[config.mk]
export PLATFORM = sky130hd
export DESIGN_NAME = pscl_wdog
export DESIGN_NICKNAME = d
export VERILOG_FILES = /design/src/rtl/pscl_wdog_pkg.sv /design/src/rtl/pscl_wdog_regs.sv /design/src/rtl/pscl_wdog_tickgen.sv /design/src/rtl/pscl_wdog_counter.sv /design/src/rtl/pscl_wdog_alarm.sv /design/src/rtl/pscl_wdog.sv
export SDC_FILE = /design/constraint.sdc
export NUM_CORES = 1
export LEC_CHECK = 0
export BUFFER_PORTS_ARGS = -buffer_cell sky130_fd_sc_hd__buf_2
export CAP_MARGIN = 20
export CORE_MARGIN = 4
export CORE_UTILIZATION = 50
export CTS_CLUSTER_SIZE = 8
export DETAILED_ROUTE_END_ITERATION = 10
export PLACE_DENSITY = 0.74
export SLEW_MARGIN = 5
export SYNTH_ARGS = -nofsm -noshare
export SYNTH_HDL_FRONTEND = slang
export SYNTH_SLANG_ARGS = --single-unit
[constraint.sdc]
create_clock -name clk -period 4.5 [get_ports clk]
set_input_delay 0 -clock clk [delete_from_list [all_inputs] [get_ports clk]]
set_output_delay 0 -clock clk [all_outputs]
set_load 0.02 [all_outputs]
[src/rtl/pscl_wdog_pkg.sv]
// Shared constants and types of the prescaled watchdog timer.
// Assumes a 32-bit register bus and the control field layout in the brief.
package pscl_wdog_pkg;

    localparam int PRE_W    = 8;   // programmable prescaler width
    localparam int SEL_W    = 2;   // fixed divider select width
    localparam int CTRL_W   = 17;  // used width of the control word
    localparam int SLOT_LSB = 2;   // word-aligned slot decode

    // control field positions (decoded by software drivers)
    localparam int B_RSTEN  = 0;
    localparam int B_IRQEN  = 2;
    localparam int B_SEL    = 3;
    localparam int B_RUN    = 5;
    localparam int B_PRE    = 8;
    localparam int B_DBGMSK = 16;

    typedef enum logic [1:0] {
        SLOT_CTRL   = 2'd0,
        SLOT_RELOAD = 2'd1,
        SLOT_COUNT  = 2'd2,
        SLOT_ACK    = 2'd3
    } slot_e;

    typedef struct packed {
        logic             dbg_mask;
        logic [PRE_W-1:0] pre;
        logic             run;
        logic [SEL_W-1:0] div_sel;
        logic             irq_en;
        logic             rst_en;
    } ctrl_t;

    // turn a bus word into control fields
    function automatic ctrl_t ctrl_from_word(input logic [CTRL_W-1:0] w);
        ctrl_t c;
        c.rst_en   = w[B_RSTEN];
        c.irq_en   = w[B_IRQEN];
        c.div_sel  = w[B_SEL +: SEL_W];
        c.run      = w[B_RUN];
        c.pre      = w[B_PRE +: PRE_W];
        c.dbg_mask = w[B_DBGMSK];
        return c;
    endfunction

    // turn control fields back into a bus word
    function automatic logic [CTRL_W-1:0] ctrl_to_word(input ctrl_t c);
        logic [CTRL_W-1:0] w;
        w                   = '0;
        w[B_RSTEN]          = c.rst_en;
        w[B_IRQEN]          = c.irq_en;
        w[B_SEL +: SEL_W]   = c.div_sel;
        w[B_RUN]            = c.run;
        w[B_PRE +: PRE_W]   = c.pre;
        w[B_DBGMSK]         = c.dbg_mask;
        return w;
    endfunction

endpackage

[src/rtl/pscl_wdog_regs.sv]
// Register file: control and reload registers, write strobes for the
// counter and clear slots, and the combinational read mux.
// Assumes DATA_W >= CTRL_W and DATA_W >= CNT_W.
module pscl_wdog_regs
    import pscl_wdog_pkg::*;
#(
    parameter int DATA_W    = 32,
    parameter int CNT_W     = 16,
    parameter int RESET_VAL = 'h8000
) (
    input  logic              clk,
    input  logic              rst_n,
    input  logic              wr_en,
    input  slot_e             slot,
    input  logic [DATA_W-1:0] wdata,
    input  logic [CNT_W-1:0]  count,
    output ctrl_t             ctrl,
    output logic [CNT_W-1:0]  reload,
    output logic [DATA_W-1:0] rdata,
    output logic              wr_count,
    output logic              wr_ack
);

    logic wdata_unused;
    assign wdata_unused = ^wdata[DATA_W-1:CTRL_W];

    // write strobes for slots that live in other modules
    always_comb begin
        wr_count = wr_en && (slot == SLOT_COUNT);
        wr_ack   = wr_en && (slot == SLOT_ACK);
    end

    // control register update
    always_ff @(posedge clk) begin
        if (!rst_n) begin
            ctrl <= '0;
        end else if (wr_en && slot == SLOT_CTRL) begin
            ctrl <= ctrl_from_word(wdata[CTRL_W-1:0]);
        end
    end

    // reload register update
    always_ff @(posedge clk) begin
        if (!rst_n) begin
            reload <= CNT_W'(RESET_VAL);
        end else if (wr_en && slot == SLOT_RELOAD) begin
            reload <= wdata[CNT_W-1:0];
        end
    end

    // read mux; the clear slot has no readable content
    always_comb begin
        unique case (slot)
            SLOT_CTRL:   rdata = DATA_W'(ctrl_to_word(ctrl));
            SLOT_RELOAD: rdata = DATA_W'(reload);
            SLOT_COUNT:  rdata = DATA_W'(count);
            default:     rdata = '0;
        endcase
    end

endmodule

[src/rtl/pscl_wdog_tickgen.sv]
// Two-stage clock-enable generator: an (P+1) prescaler followed by a
// 2^(BASE_LOG2+sel) divider. Emits a one-cycle tick when both wrap.
// Assumes the divider select is not changed while run is set.
module pscl_wdog_tickgen
    import pscl_wdog_pkg::*;
#(
    parameter int BASE_LOG2 = 4
) (
    input  logic             clk,
    input  logic             rst_n,
    input  logic             run,
    input  logic [PRE_W-1:0] pre,
    input  logic [SEL_W-1:0] div_sel,
    output logic             tick
);

    localparam int NSEL = 1 << SEL_W;
    localparam int S2_W = BASE_LOG2 + NSEL - 1;

    logic [PRE_W-1:0] s1_q;
    logic [S2_W-1:0]  s2_q;
    logic [S2_W-1:0]  last_tbl [NSEL];
    logic [S2_W-1:0]  s2_last;
    logic             s1_wrap;

    // terminal count for each fixed divider setting
    for (genvar g = 0; g < NSEL; g++) begin : g_last
        assign last_tbl[g] = S2_W'((1 << (BASE_LOG2 + g)) - 1);
    end

    // wrap detection and tick
    always_comb begin
        s2_last = last_tbl[div_sel];
        s1_wrap = (s1_q == pre);
        tick    = run && s1_wrap && (s2_q == s2_last);
    end

    // prescaler stages advance only while running, restart otherwise
    always_ff @(posedge clk) begin
        if (!rst_n || !run) begin
            s1_q <= '0;
            s2_q <= '0;
        end else if (s1_wrap) begin
            s1_q <= '0;
            s2_q <= (s2_q == s2_last) ? '0 : s2_q + 1'b1;
        end else begin
            s1_q <= s1_q + 1'b1;
        end
    end

    // ticks are always separated by at least one idle cycle
    p_tick_gap_r3: assert property (@(posedge clk) disable iff (!rst_n)
        tick |=> !tick);

endmodule

[src/rtl/pscl_wdog_counter.sv]
// Down-counter with software load and auto-reload on expiry.
// Assumes ticks are single-cycle; a load write overrides a tick.
module pscl_wdog_counter #(
    parameter int CNT_W     = 16,
    parameter int RESET_VAL = 'h8000
) (
    input  logic             clk,
    input  logic             rst_n,
    input  logic             tick,
    input  logic             wr_count,
    input  logic [CNT_W-1:0] wdata,
    input  logic [CNT_W-1:0] reload,
    output logic [CNT_W-1:0] count_q,
    output logic             expire
);

    // expiry when a tick finds the counter at its last step
    always_comb begin
        expire = tick && !wr_count && (count_q <= CNT_W'(1));
    end

    // counter load, reload and decrement
    always_ff @(posedge clk) begin
        if (!rst_n) begin
            count_q <= CNT_W'(RESET_VAL);
        end else if (wr_count) begin
            count_q <= wdata;
        end else if (expire) begin
            count_q <= reload;
        end else if (tick) begin
            count_q <= count_q - 1'b1;
        end
    end

    p_hold_idle_r4: assert property (@(posedge clk) disable iff (!rst_n)
        (!tick && !wr_count) |=> $stable(count_q));

    p_kick_load_r5: assert property (@(posedge clk) disable iff (!rst_n)
        wr_count |=> (count_q == $past(wdata)));

    p_reload_r6: assert property (@(posedge clk) disable iff (!rst_n)
        expire |=> (count_q == $past(reload)));

endmodule

[src/rtl/pscl_wdog_alarm.sv]
// Expiry outputs: sticky interrupt pending flag, one-clock reset pulse,
// and the debug mask on both outputs.
// Assumes expiries are at least two cycles apart.
module pscl_wdog_alarm (
    input  logic clk,
    input  logic rst_n,
    input  logic expire,
    input  logic irq_en,
    input  logic rst_en,
    input  logic wr_ack,
    input  logic dbg_mask,
    input  logic dbg_ack,
    output logic irq,
    output logic rst_req
);

    logic pend_q;
    logic rst_q;
    logic quiet;

    // pending flag: expiry sets, clear write resets, expiry wins
    always_ff @(posedge clk) begin
        if (!rst_n) begin
            pend_q <= 1'b0;
        end else if (expire && irq_en) begin
            pend_q <= 1'b1;
        end else if (wr_ack) begin
            pend_q <= 1'b0;
        end
    end

    // reset request registered for one cycle
    always_ff @(posedge clk) begin
        if (!rst_n) begin
            rst_q <= 1'b0;
        end else begin
            rst_q <= expire && rst_en;
        end
    end

    // debug mask gates both outputs
    always_comb begin
        quiet   = dbg_mask && dbg_ack;
        irq     = pend_q && !quiet;
        rst_req = rst_q && !quiet;
    end

    p_sticky_r7: assert property (@(posedge clk) disable iff (!rst_n)
        (pend_q && !wr_ack) |=> pend_q);

    p_clear_r7: assert property (@(posedge clk) disable iff (!rst_n)
        (wr_ack && !(expire && irq_en)) |=> !pend_q);

    p_rst_single_r8: assert property (@(posedge clk) disable iff (!rst_n)
        rst_q |=> !rst_q);

endmodule

[src/rtl/pscl_wdog.sv]
// Prescaled watchdog timer top: register file, tick generator,
// down-counter and expiry outputs.
// Assumes a byte-addressed bus with word slots at bits [3:2].
module pscl_wdog
    import pscl_wdog_pkg::*;
#(
    parameter int DATA_W    = 32,
    parameter int ADDR_W    = 4,
    parameter int CNT_W     = 16,
    parameter int BASE_LOG2 = 4,
    parameter int RESET_VAL = 'h8000
) (
    input  logic              clk,
    input  logic              rst_n,
    input  logic              bus_sel,
    input  logic              bus_wr,
    input  logic [ADDR_W-1:0] bus_addr,
    input  logic [DATA_W-1:0] bus_wdata,
    output logic [DATA_W-1:0] bus_rdata,
    input  logic              dbg_ack,
    output logic              irq,
    output logic              rst_req
);

    ctrl_t            ctrl;
    slot_e            slot;
    logic [CNT_W-1:0] reload;
    logic [CNT_W-1:0] count;
    logic             wr_en;
    logic             wr_count;
    logic             wr_ack;
    logic             tick;
    logic             expire;
    logic             addr_unused;

    // slot decode and write strobe
    always_comb begin
        slot  = slot_e'(bus_addr[SLOT_LSB +: 2]);
        wr_en = bus_sel && bus_wr;
    end

    assign addr_unused = ^{bus_addr[SLOT_LSB-1:0], bus_addr[ADDR_W-1:SLOT_LSB]};

    pscl_wdog_regs #(
        .DATA_W    (DATA_W),
        .CNT_W     (CNT_W),
        .RESET_VAL (RESET_VAL)
    ) i_regs (
        .clk      (clk),
        .rst_n    (rst_n),
        .wr_en    (wr_en),
        .slot     (slot),
        .wdata    (bus_wdata),
        .count    (count),
        .ctrl     (ctrl),
        .reload   (reload),
        .rdata    (bus_rdata),
        .wr_count (wr_count),
        .wr_ack   (wr_ack)
    );

    pscl_wdog_tickgen #(
        .BASE_LOG2 (BASE_LOG2)
    ) i_tickgen (
        .clk     (clk),
        .rst_n   (rst_n),
        .run     (ctrl.run),
        .pre     (ctrl.pre),
        .div_sel (ctrl.div_sel),
        .tick    (tick)
    );

    pscl_wdog_counter #(
        .CNT_W     (CNT_W),
        .RESET_VAL (RESET_VAL)
    ) i_counter (
        .clk      (clk),
        .rst_n    (rst_n),
        .tick     (tick),
        .wr_count (wr_count),
        .wdata    (bus_wdata[CNT_W-1:0]),
        .reload   (reload),
        .count_q  (count),
        .expire   (expire)
    );

    pscl_wdog_alarm i_alarm (
        .clk      (clk),
        .rst_n    (rst_n),
        .expire   (expire),
        .irq_en   (ctrl.irq_en),
        .rst_en   (ctrl.rst_en),
        .wr_ack   (wr_ack),
        .dbg_mask (ctrl.dbg_mask),
        .dbg_ack  (dbg_ack),
        .irq      (irq),
        .rst_req  (rst_req)
    );

    // stopped timer never moves the counter between writes
    p_stopped_r4: assert property (@(posedge clk) disable iff (!rst_n)
        (!ctrl.run && !wr_count) |=> $stable(count));

endmodule

# After elaboration in Yosys (flattened, before gate mapping)
# Index checks and enable logic that the tools add are counted.
dict set report classes {
  n_eq_ne 5
  muxes 10
  n_bitwise 1
  addsub 3
  n_lt_le_gt_ge 2
  reduce_logical 23
}
# operator n
set op_table {}
lappend op_table {{$pmux W17 S3} 1}
lappend op_table {{$mux W16} 3}
lappend op_table {{$mux W7} 3}
lappend op_table {{$le A16 B1 Y1 const B} 1}
lappend op_table {{$sub A16 B1 Y16 const B} 1}
lappend op_table {{$bmux W7 S2} 1}
lappend op_table {{$logic_and A1 B1 Y1} 14}
lappend op_table {{$add A8 B1 Y8 const B} 1}
lappend op_table {{$eq A8 B8 Y1} 1}
lappend op_table {{$add A7 B1 Y7 const B} 1}
lappend op_table {{$eq A7 B7 Y1} 1}
lappend op_table {{$eq A2 B2 Y1 const B} 2}
lappend op_table {{$logic_not A1 Y1} 4}
lappend op_table {{$ge A3 B3 Y1 const B} 1}
lappend op_table {{$not A2 Y3} 1}
lappend op_table {{$reduce_bool A3 Y1} 1}
lappend op_table {{$eq A2 B1 Y1 const B} 1}
lappend op_table {{$logic_not A2 Y1} 1}
lappend op_table {{$mux W1} 2}
lappend op_table {{$reduce_bool A2 Y1} 1}
lappend op_table {{$reduce_or A2 Y1} 1}
lappend op_table {{$logic_or A1 B1 Y1} 1}
dict set report word_totals {
  out_inout_bits 34
  inputBits 41
  regBits 63
}

# Longest topological paths before layout
# Gate-level depths: netlist (run 1).
dict set report depth {
  ltp_word 10
  ltp_mapped 11
}

# Modules after synthesis
# A second synthesis (run 1) with hierarchy kept.
dict set report hier_totals {
  hier_cells 448
  area_unflattened_um2 3918.8
}
# mod seq_area_each_um2 n_inst cells_each area_each_um2
set modules_own_cells {}
lappend modules_own_cells {pscl_wdog_regs 600.6 1 175 1660.3}
lappend modules_own_cells {pscl_wdog_counter 320.3 1 169 1323.8}
lappend modules_own_cells {pscl_wdog_tickgen 300.3 1 95 845.8}
lappend modules_own_cells {pscl_wdog_alarm 40.0 1 8 82.6}
lappend modules_own_cells {pscl_wdog 0.0 1 1 6.3}

# Least setup slack after synthesis (run 1)
# Ideal clock, no wire load.
dict set report synth_path {
  path_type {register to register}
  from {reg i_tickgen.s1_q[0]}
  to {reg i_counter.count_q[0]}
  stages_incl_launch_ff 8
  t_arrival_ns 2.047
  synth_period_minus_slack_ns 2.164
  n_path_buf 1
  setup_ns 0.117
  setup_slack_ns 2.336
  required_ns 4.383
  path_cell_list {dfxtp_1 > xor2_1 > nor4_2 > nand2_1 > or4b_1 > buf_2 > o311a_1 > a32o_1}
}
dict set report synth_via {
  elab_chain_cells 7
  word_cells_on_any_way 8
  classes_between {eq/ne: 1; mux: 2; reduce/logical: 5}
}
# item line_no
set synth_rtl {}
lappend synth_rtl {{start, declared} pscl_wdog_tickgen.sv:20} ;# logic [PRE_W-1:0] s1_q;
lappend synth_rtl {{start signal, assigned} pscl_wdog_tickgen.sv:47} ;# s1_q <= s1_q + 1'b1;
lappend synth_rtl {{$eq A8 B8 Y1 (*)} pscl_wdog_tickgen.sv:34} ;# s1_wrap = (s1_q == pre);
lappend synth_rtl {{$logic_and A1 B1 Y1 (*) (2 in series)} pscl_wdog_tickgen.sv:35} ;# tick = run && s1_wrap && (s2_q == s2_last);
lappend synth_rtl {{$logic_and A1 B1 Y1 (2 in series)} pscl_wdog_counter.sv:19} ;# expire = tick && !wr_count && (count_q <= CNT_W'(1));
lappend synth_rtl {{$mux W16} pscl_wdog_counter.sv:28} ;# end else if (expire) begin
lappend synth_rtl {{$mux W16} pscl_wdog_counter.sv:26} ;# end else if (wr_count) begin
lappend synth_rtl {{end signal, assigned} pscl_wdog_counter.sv:25} ;# count_q <= CNT_W'(RESET_VAL);
lappend synth_rtl {{end signal, assigned} pscl_wdog_counter.sv:27} ;# count_q <= wdata;
lappend synth_rtl {{end signal, assigned} pscl_wdog_counter.sv:29} ;# count_q <= reload;
lappend synth_rtl {{end, declared} pscl_wdog_counter.sv:13} ;# output logic [CNT_W-1:0] count_q,
# Mark *: on every way between the ends. The rest lies on a longest branch, timed or not.
# A chain may end at the register's enable or synchronous reset.

# Final worst setup path (run 1)
dict set report layout_path {
  from {reg, netlist name i_regs.ctrl[5]}
  to {reg i_counter.count_q[0]}
}
dict set report layout_via {
  elab_chain_cells 7
  word_cells_on_any_way 8
  classes_between {eq/ne: 1; mux: 2; reduce/logical: 5}
}
# item line_no
set layout_rtl {}
lappend layout_rtl {{$eq A8 B8 Y1 (*)} pscl_wdog_tickgen.sv:34}
lappend layout_rtl {{$logic_and A1 B1 Y1 (*) (2 in series)} pscl_wdog_tickgen.sv:35}
lappend layout_rtl {{$logic_and A1 B1 Y1 (2 in series)} pscl_wdog_counter.sv:19}
lappend layout_rtl {{$mux W16} pscl_wdog_counter.sv:28}
lappend layout_rtl {{$mux W16} pscl_wdog_counter.sv:26}
# Marks and branches as above.

==> impl_metrics.csv, run 1 <==
group,metric,value,unit
yosys,yosys.area_share.adder,1.408,%
outcome,status,"finished clean",
cts,postCtsSetupRepairBufs,0,
yosys,avgSynthCellArea,7.658,sq um
yosys,synth_xor_area_share,6.408,%
yosys,ys_top_cells_by_count,"100 x nand2_1, 63 x dfxtp_1, 35 x o21ai_0, 32 x a21boi_0, 31 x nor2_1",
floorplanning,ios,75,
global_route,grt_pass1_vias,3181,
global_route,grt_max_degree,54,
setup_path,cpPeakStageDelay,0.93,ns
pwr,ir_drop,0.2234,mV
setup_path,path_cells,"xor2_1 > nor4_2 > nand2_1 > or4b_1 > o311a_1 > a32o_1",
cts,cts-resized-gates,0,
finish,fin_cells,609,
setup_path,worst_setup_path_end_kind,"flip-flop",
yosys,synth_top_family_by_area,"simple AND/OR/NAND/NOR gates",
floorplanning,die_h,92.30,um
finish,drive_above_1_share,12.67,%
yosys,yosysMostFrequentCell,"nand2_1",
sta,finalClockSkew,0.01112,ns
yosys,synth_edf_count,0,
yosys,yosys.area.top_type_share,35.49,%
sta,fin_crit_sh,64.57,%
cts,cts_sinks,63,
setup_path,crit_type,"flip-flop to flip-flop",
sta,fmax,0.3441,GHz
cts,cts_tree,"built",
finish,utilization,59.96,%
sta,finalSetupViolCount,0,
global_route,grt_pass1_wl,15710,um
cts,htreeDepth,3,
sta,worst_slew_pin_slew,0.9979,ns
pwr,leakage,1.642,nW
yosys,synth-seq-area-share,35.49,%
placement,placed_cell_area,0.003737,sq mm
finish,diodes,0,
yosys,synth-main-ff-cell,"dfxtp_1",
routing,wl_per_cell,15.85,um
placement,dp_cells,576,
pwr,powerDensity,300.1,mW/mm^2
cts,clkSlewWorstSetupHoldPaths,0.08,ns
placement,finalWeightedCongestion,0.9307,
pwr,p_total,1.229,mW
yosys,synth_mux_area_share,4.507,%
yosys,ys_warn_count,0,
routing,dr.pass1.iters,7,
yosys,ys_seq_elements,63,
yosys,synth-compound-area-share,20.35,%
sta,final.setup.tns,0,ns
setup_path,worstPathMaxFanout,19,
routing,drtIter0Drc,229,
job,drv_cap,0,
setup_path,r2r.worst_path.cells,6,
yosys,synth_area_leader_cell,"dfxtp_1",
routing,num_vias,3398,
floorplanning,start_util,52.01,%
sta,max-slew-margin-rel,32.63,%
finish,layout.nets,553,
yosys,netlist_area,0.003553,sq mm
yosys,yosysUniqueCellTypes,47,
sta,min_period,2.906,ns
finish,n_fill_cell,621,
cts,clockRootBuffer,"clkbuf_8",
yosys,ys_async_sr_fraction,0,%
routing,drc,0,
yosys,synth_simple_gate_area_share,24.96,%
cts,clk_latency,0.36,ns
setup_path,required,4.74,ns
yosys,synth_cells,464,
min_path,holdCritPathClass,"input pin to flip-flop",
global_route,grt.overflow.total,0,
global_route,grtUsageTotal,23.14,%
setup_path,start_kind,"flip-flop",
placement,place_ws,1.614,ns
yosys,synth_area_leaders,"dfxtp_1 35%, nand2_1 11%, a21boi_0 6.8%",
floorplanning,dieArea,0.008519,sq mm
min_path,whs_path_depth,5,
cts,cts_made_buffers,9,
placement,io_buffers,42,
cts,ctsHoldBuffers,17,
setup_path,crit_slowest_cell,"or4b_1",
floorplanning,num_rows,30,
placement,place_hpwl,6553,um
sta,hold_viol,0,
sta,slew_violations,0,
setup_path,arrival,3.15,ns
cts,cts_buffer_depth,2,
floorplanning,core_area,0.006832,sq mm
finish,design_area,0.004096,sq mm
sta,timing.final.ws_setup,1.594,ns
sta,rsz0062_at_grt,"false",
routing,vias_per_cell,5.580,
routing,wirelength,9655,um
routing,postRouteAntennaNets,0,
floorplanning,fp.dieW,92.30,um
finish,area_growth,15.28,%
global_route,antenna_found_initial,0,
sta,hold-worst-slack,0.1999,ns
==> cell type report <==
| cell class | count | area, sq um | share of cell area (%) |
|---|---|---|---|
| Timing Repair Buffer | 62 | 402.9 | 9.835 |
| Sequential cell | 63 | 1261 | 30.79 |
| Clock inverter | 6 | 61.31 | 1.497 |
| Tap cell | 96 | 120.1 | 2.932 |
| Inverter | 5 | 18.77 | 0.4582 |
| Multi-Input combinational cell | 367 | 2105 | 51.37 |
| Clock buffer | 10 | 127.6 | 3.115 |
==> cell usage in the layout, fill, tap and decap left out, drive strengths merged, types with 12 or more instances in the layout <==
cell | netlist | final
nand3 | 18 | 18
buf | 19 | 45
dfxtp | 63 | 63
a21boi | 32 | 32
conb | 1 | 15
xor2 | 19 | 19
nand2 | 100 | 100
dlygate4sd3 | 0 | 17
mux2i | 16 | 16
nor2 | 31 | 31
o21ai | 35 | 35
a21oi | 12 | 12
nor3 | 16 | 16
==> flip-flops by register name (all words and copies together) (netlist names) <==
signal             flops
i_counter.count_q     16
i_alarm.pend_q         1
i_tickgen.s1_q         8
i_alarm.rst_q          1
i_regs.reload         16
i_tickgen.s2_q         7
i_regs.ctrl           14
==> power breakdown <==
part           internal, mW  switching, mW  leakage, nW
combinational        0.0633          0.104         1.04
clock                 0.254          0.227       0.0960
sequential            0.568         0.0129        0.510
total                 0.885          0.344         1.64
==> layer usage <==
layer	part of all wire [%]	wire length [um]	GRT usage, %	vias to the layer above
li1	-	-	-	1664
met1	46	4402	30.52	1585
met2	46	4414	36.68	132
met3	6.9	671	5.768	17
met4	1.7	166	8.292	0
met5	0	0	0	-
==> worst max-delay path, delay by kind of cell (launching register included) <==
family                    cells  cell delay, ns
DFF                           1            0.37
AOI/OAI and AO/OA             2            0.65
xor gates and xnor gates      1            0.19
and+or+nand+nor               3            1.58
==> cell families after synthesis <==
logic type / Yosys count
xor+xnor: 26
compound gates: 110
flops: 63
simple gates: 196
other cells: 1
fa+ha+maj: 4
buf+inv: 48
mux: 16
==> path summary, 6_finish.rpt <==
kind / from / endpoint / slack, ns
hold reg to reg: i_regs.reload[2]$_SDFFE_PN0P_ / i_regs.reload[2]$_SDFFE_PN0P_ / 0.49
setup reg to reg: i_regs.ctrl[5]$_SDFFE_PN0P_ / i_counter.count_q[0]$_SDFFE_PN0P_ / 1.59
setup / recovery: i_regs.ctrl[5]$_SDFFE_PN0P_ / i_counter.count_q[0]$_SDFFE_PN0P_ / 1.59
hold / removal: bus_wr / i_alarm.pend_q$_SDFFE_PN0P_ / 0.20
(Power assumes the default switching activity.)
==> run 2: changes to the inputs <==
--- a/config.mk
+++ b/config.mk
@@ -11,7 +11,7 @@
 export CORE_UTILIZATION = 50
 export CTS_CLUSTER_SIZE = 8
 export DETAILED_ROUTE_END_ITERATION = 10
-export PLACE_DENSITY = 0.74
+export PLACE_DENSITY = 0.77
 export SLEW_MARGIN = 5
 export SYNTH_ARGS = -nofsm -noshare
 export SYNTH_HDL_FRONTEND = slang
==> constraint.sdc (replaced) <==
create_clock -name clk -period 2.52 [get_ports clk]
set_input_delay 0 -clock clk [delete_from_list [all_inputs] [get_ports clk]]
set_output_delay 0 -clock clk [all_outputs]
set_load 0.02 [all_outputs]
==> run 2 against run 1 <==
  * Cell area grew 2.3%
  * Sequential share of layout area fell by 0.69 points
  * Critical path depth stayed put
  * Clock skew down 0.0047 ns
  * Setup slack got worse by 1.4 ns
  * Wire length up 0.81%
  * Sequential cell count unchanged
  * Non-clock buffer count increased by 14
  * Power rose by 78%
  * Utilization rose by 1.4 points
  * Hold slack got worse by 0.094 ns
  * First-iteration DRC count grew 36%
  * Critical endpoint unchanged
==> impl_metrics.csv, run 2 (synthesized netlist as in run 1, its figures left out) <==
group,metric,value,unit
floorplanning,num_rows,30,
sta,slew_violations,0,
sta,fin_crit_sh,91.68,%
placement,place_hpwl,6956,um
global_route,grt_pass1_wl,16170,um
setup_path,critPathTopFamily,"simple AND/OR/NAND/NOR gates",
setup_path,crit_type,"flip-flop to flip-flop",
finish,area_growth,17.92,%
setup_path,start_kind,"flip-flop",
cts,cts_made_buffers,9,
floorplanning,ios,75,
setup_path,path_cells,"xor2_1 > nor4_2 > nand2_1 > or4b_1 > o311a_1 > a32o_1",
global_route,grt_pass1_vias,3387,
setup_path,cpPeakStageDelay,0.63,ns
finish,design_area,0.004190,sq mm
finish,final_cell_mix,"100 x nand2_1, 63 x dfxtp_1, 42 x buf_2, 35 x o21ai_0, 32 x a21boi_0",
setup_path,cp_num_buf_inv,0,
routing,wirelength,9733,um
setup_path,required,2.76,ns
cts,cts_tree,"built",
floorplanning,core_area,0.006832,sq mm
sta,rsz0062_at_grt,"false",
routing,drc,0,
finish,reg_top3,"i_counter.count_q (16), i_regs.reload (16), i_regs.ctrl (14)",
floorplanning,die_h,92.30,um
setup_path,worst_setup_path_end_kind,"flip-flop",
sta,finalSetupViolCount,0,
cts,clockRootBuffer,"clkbuf_8",
min_path,whs_path_depth,2,
finish,layout.nets,567,
global_route,grt.overflow.total,0,
pwr,powerDensity,522.9,mW/mm^2
global_route,grtUsageTotal,23.64,%
finish,fin_cells,622,
sta,fmax,0.4329,GHz
floorplanning,fp.dieW,92.30,um
outcome,status,"finished clean",
min_path,holdCritPathClass,"input pin to flip-flop",
cts,cts_buffer_depth,2,
placement,finalWeightedCongestion,0.8729,
routing,dr.pass1.iters,6,
finish,n_fill_cell,644,
global_route,grt_max_degree,32,
routing,vias_per_cell,5.707,
routing,drtIter0Drc,311,
setup_path,worstPathMaxFanout,5,
sta,worst_slew_pin_slew,0.7195,ns
job,drv_cap,0,
setup_path,r2r.worst_path.cells,6,
cts,clkSlewWorstSetupHoldPaths,0.07,ns
routing,wl_per_cell,15.65,um
finish,drive_above_1_share,14.83,%
global_route,antenna_found_initial,0,
sta,hold_viol,0,
placement,dp_cells,590,
floorplanning,start_util,52.01,%
sta,min_period,2.310,ns
pwr,leakage,1.707,nW
setup_path,cp_num_cells,6,
pwr,ir_drop,0.3979,mV
sta,finalClockSkew,0.006464,ns
setup_path,arrival,2.55,ns
setup_path,crit_slowest_cell,"or4b_1",
cts,clk_latency,0.34,ns
placement,io_buffers,42,
cts,htreeDepth,3,
routing,num_vias,3550,
routing,postRouteAntennaNets,0,
floorplanning,dieArea,0.008519,sq mm
finish,diodes,0,
finish,utilization,61.34,%
cts,cts_sinks,63,
sta,final.setup.tns,0,ns
cts,cts-resized-gates,0,
sta,hold-worst-slack,0.1057,ns
placement,placed_cell_area,0.003842,sq mm
finish,final_common_cell,"nand2_1",
sta,max-slew-margin-rel,52.03,%
run 2: cell count changes in the layout (fill, tap and decap cells not counted), sizes merged:
cell,before,now
clkinvlp,1,0
buf,45,59
run 2: what timing repair did:
action,4_1_cts,5_1_grt
hold buffers,17,0
buffers inserted,0,0
hold endpoints to repair,39,0
run 2: final cells by class:
cell class              count  area (sq um)  area share, %
clock buffers              10         127.6          3.046
clock inverters             5         50.05          1.194
inverters                   5         18.77         0.4479
multi-input cells         367          2105          50.22
flip-flops and latches     63          1261          30.10
well taps                  96         120.1          2.867
repair buffers             76         508.0          12.12
run 2: path summary, 6_finish.rpt:
path | start | to | slack (ns)
worst min-delay path | rst_n | i_regs.reload[15]$_SDFFE_PN1P_ | 0.11
worst max-delay path | i_regs.ctrl[5]$_SDFFE_PN0P_ | i_counter.count_q[0]$_SDFFE_PN0P_ | 0.21
worst max register to register | i_regs.ctrl[5]$_SDFFE_PN0P_ | i_counter.count_q[0]$_SDFFE_PN0P_ | 0.21
worst min register to register | i_regs.reload[6]$_SDFFE_PN0P_ | i_regs.reload[6]$_SDFFE_PN0P_ | 0.49
run 2: where the power goes:
part	total, mW	internal [mW]	switching [mW]
clock	0.837	0.445	0.393
combinational	0.317	0.125	0.191
sequential	1.04	1.01	0.0231
run 2: routing by layer:
layer  up-vias  GRT usage, %  wire length, um
met2       146         37.82             4474
met3        16         6.093              746
li1       1689             -                -
met5         -             0                0
met1      1699         30.92             4383
met4         0         8.045              129
run 2: per-stage QoR:
step / setup WS [ns] / power [mW]
after detailed placement: 0.2065 / 1.349
after global placement: 0.2407 / 1.341
final: 0.2098 / 2.191
after global routing: 0.07319 / 2.281
after CTS: 0.1922 / 2.197
after floorplan: 0.3559 / 1.270
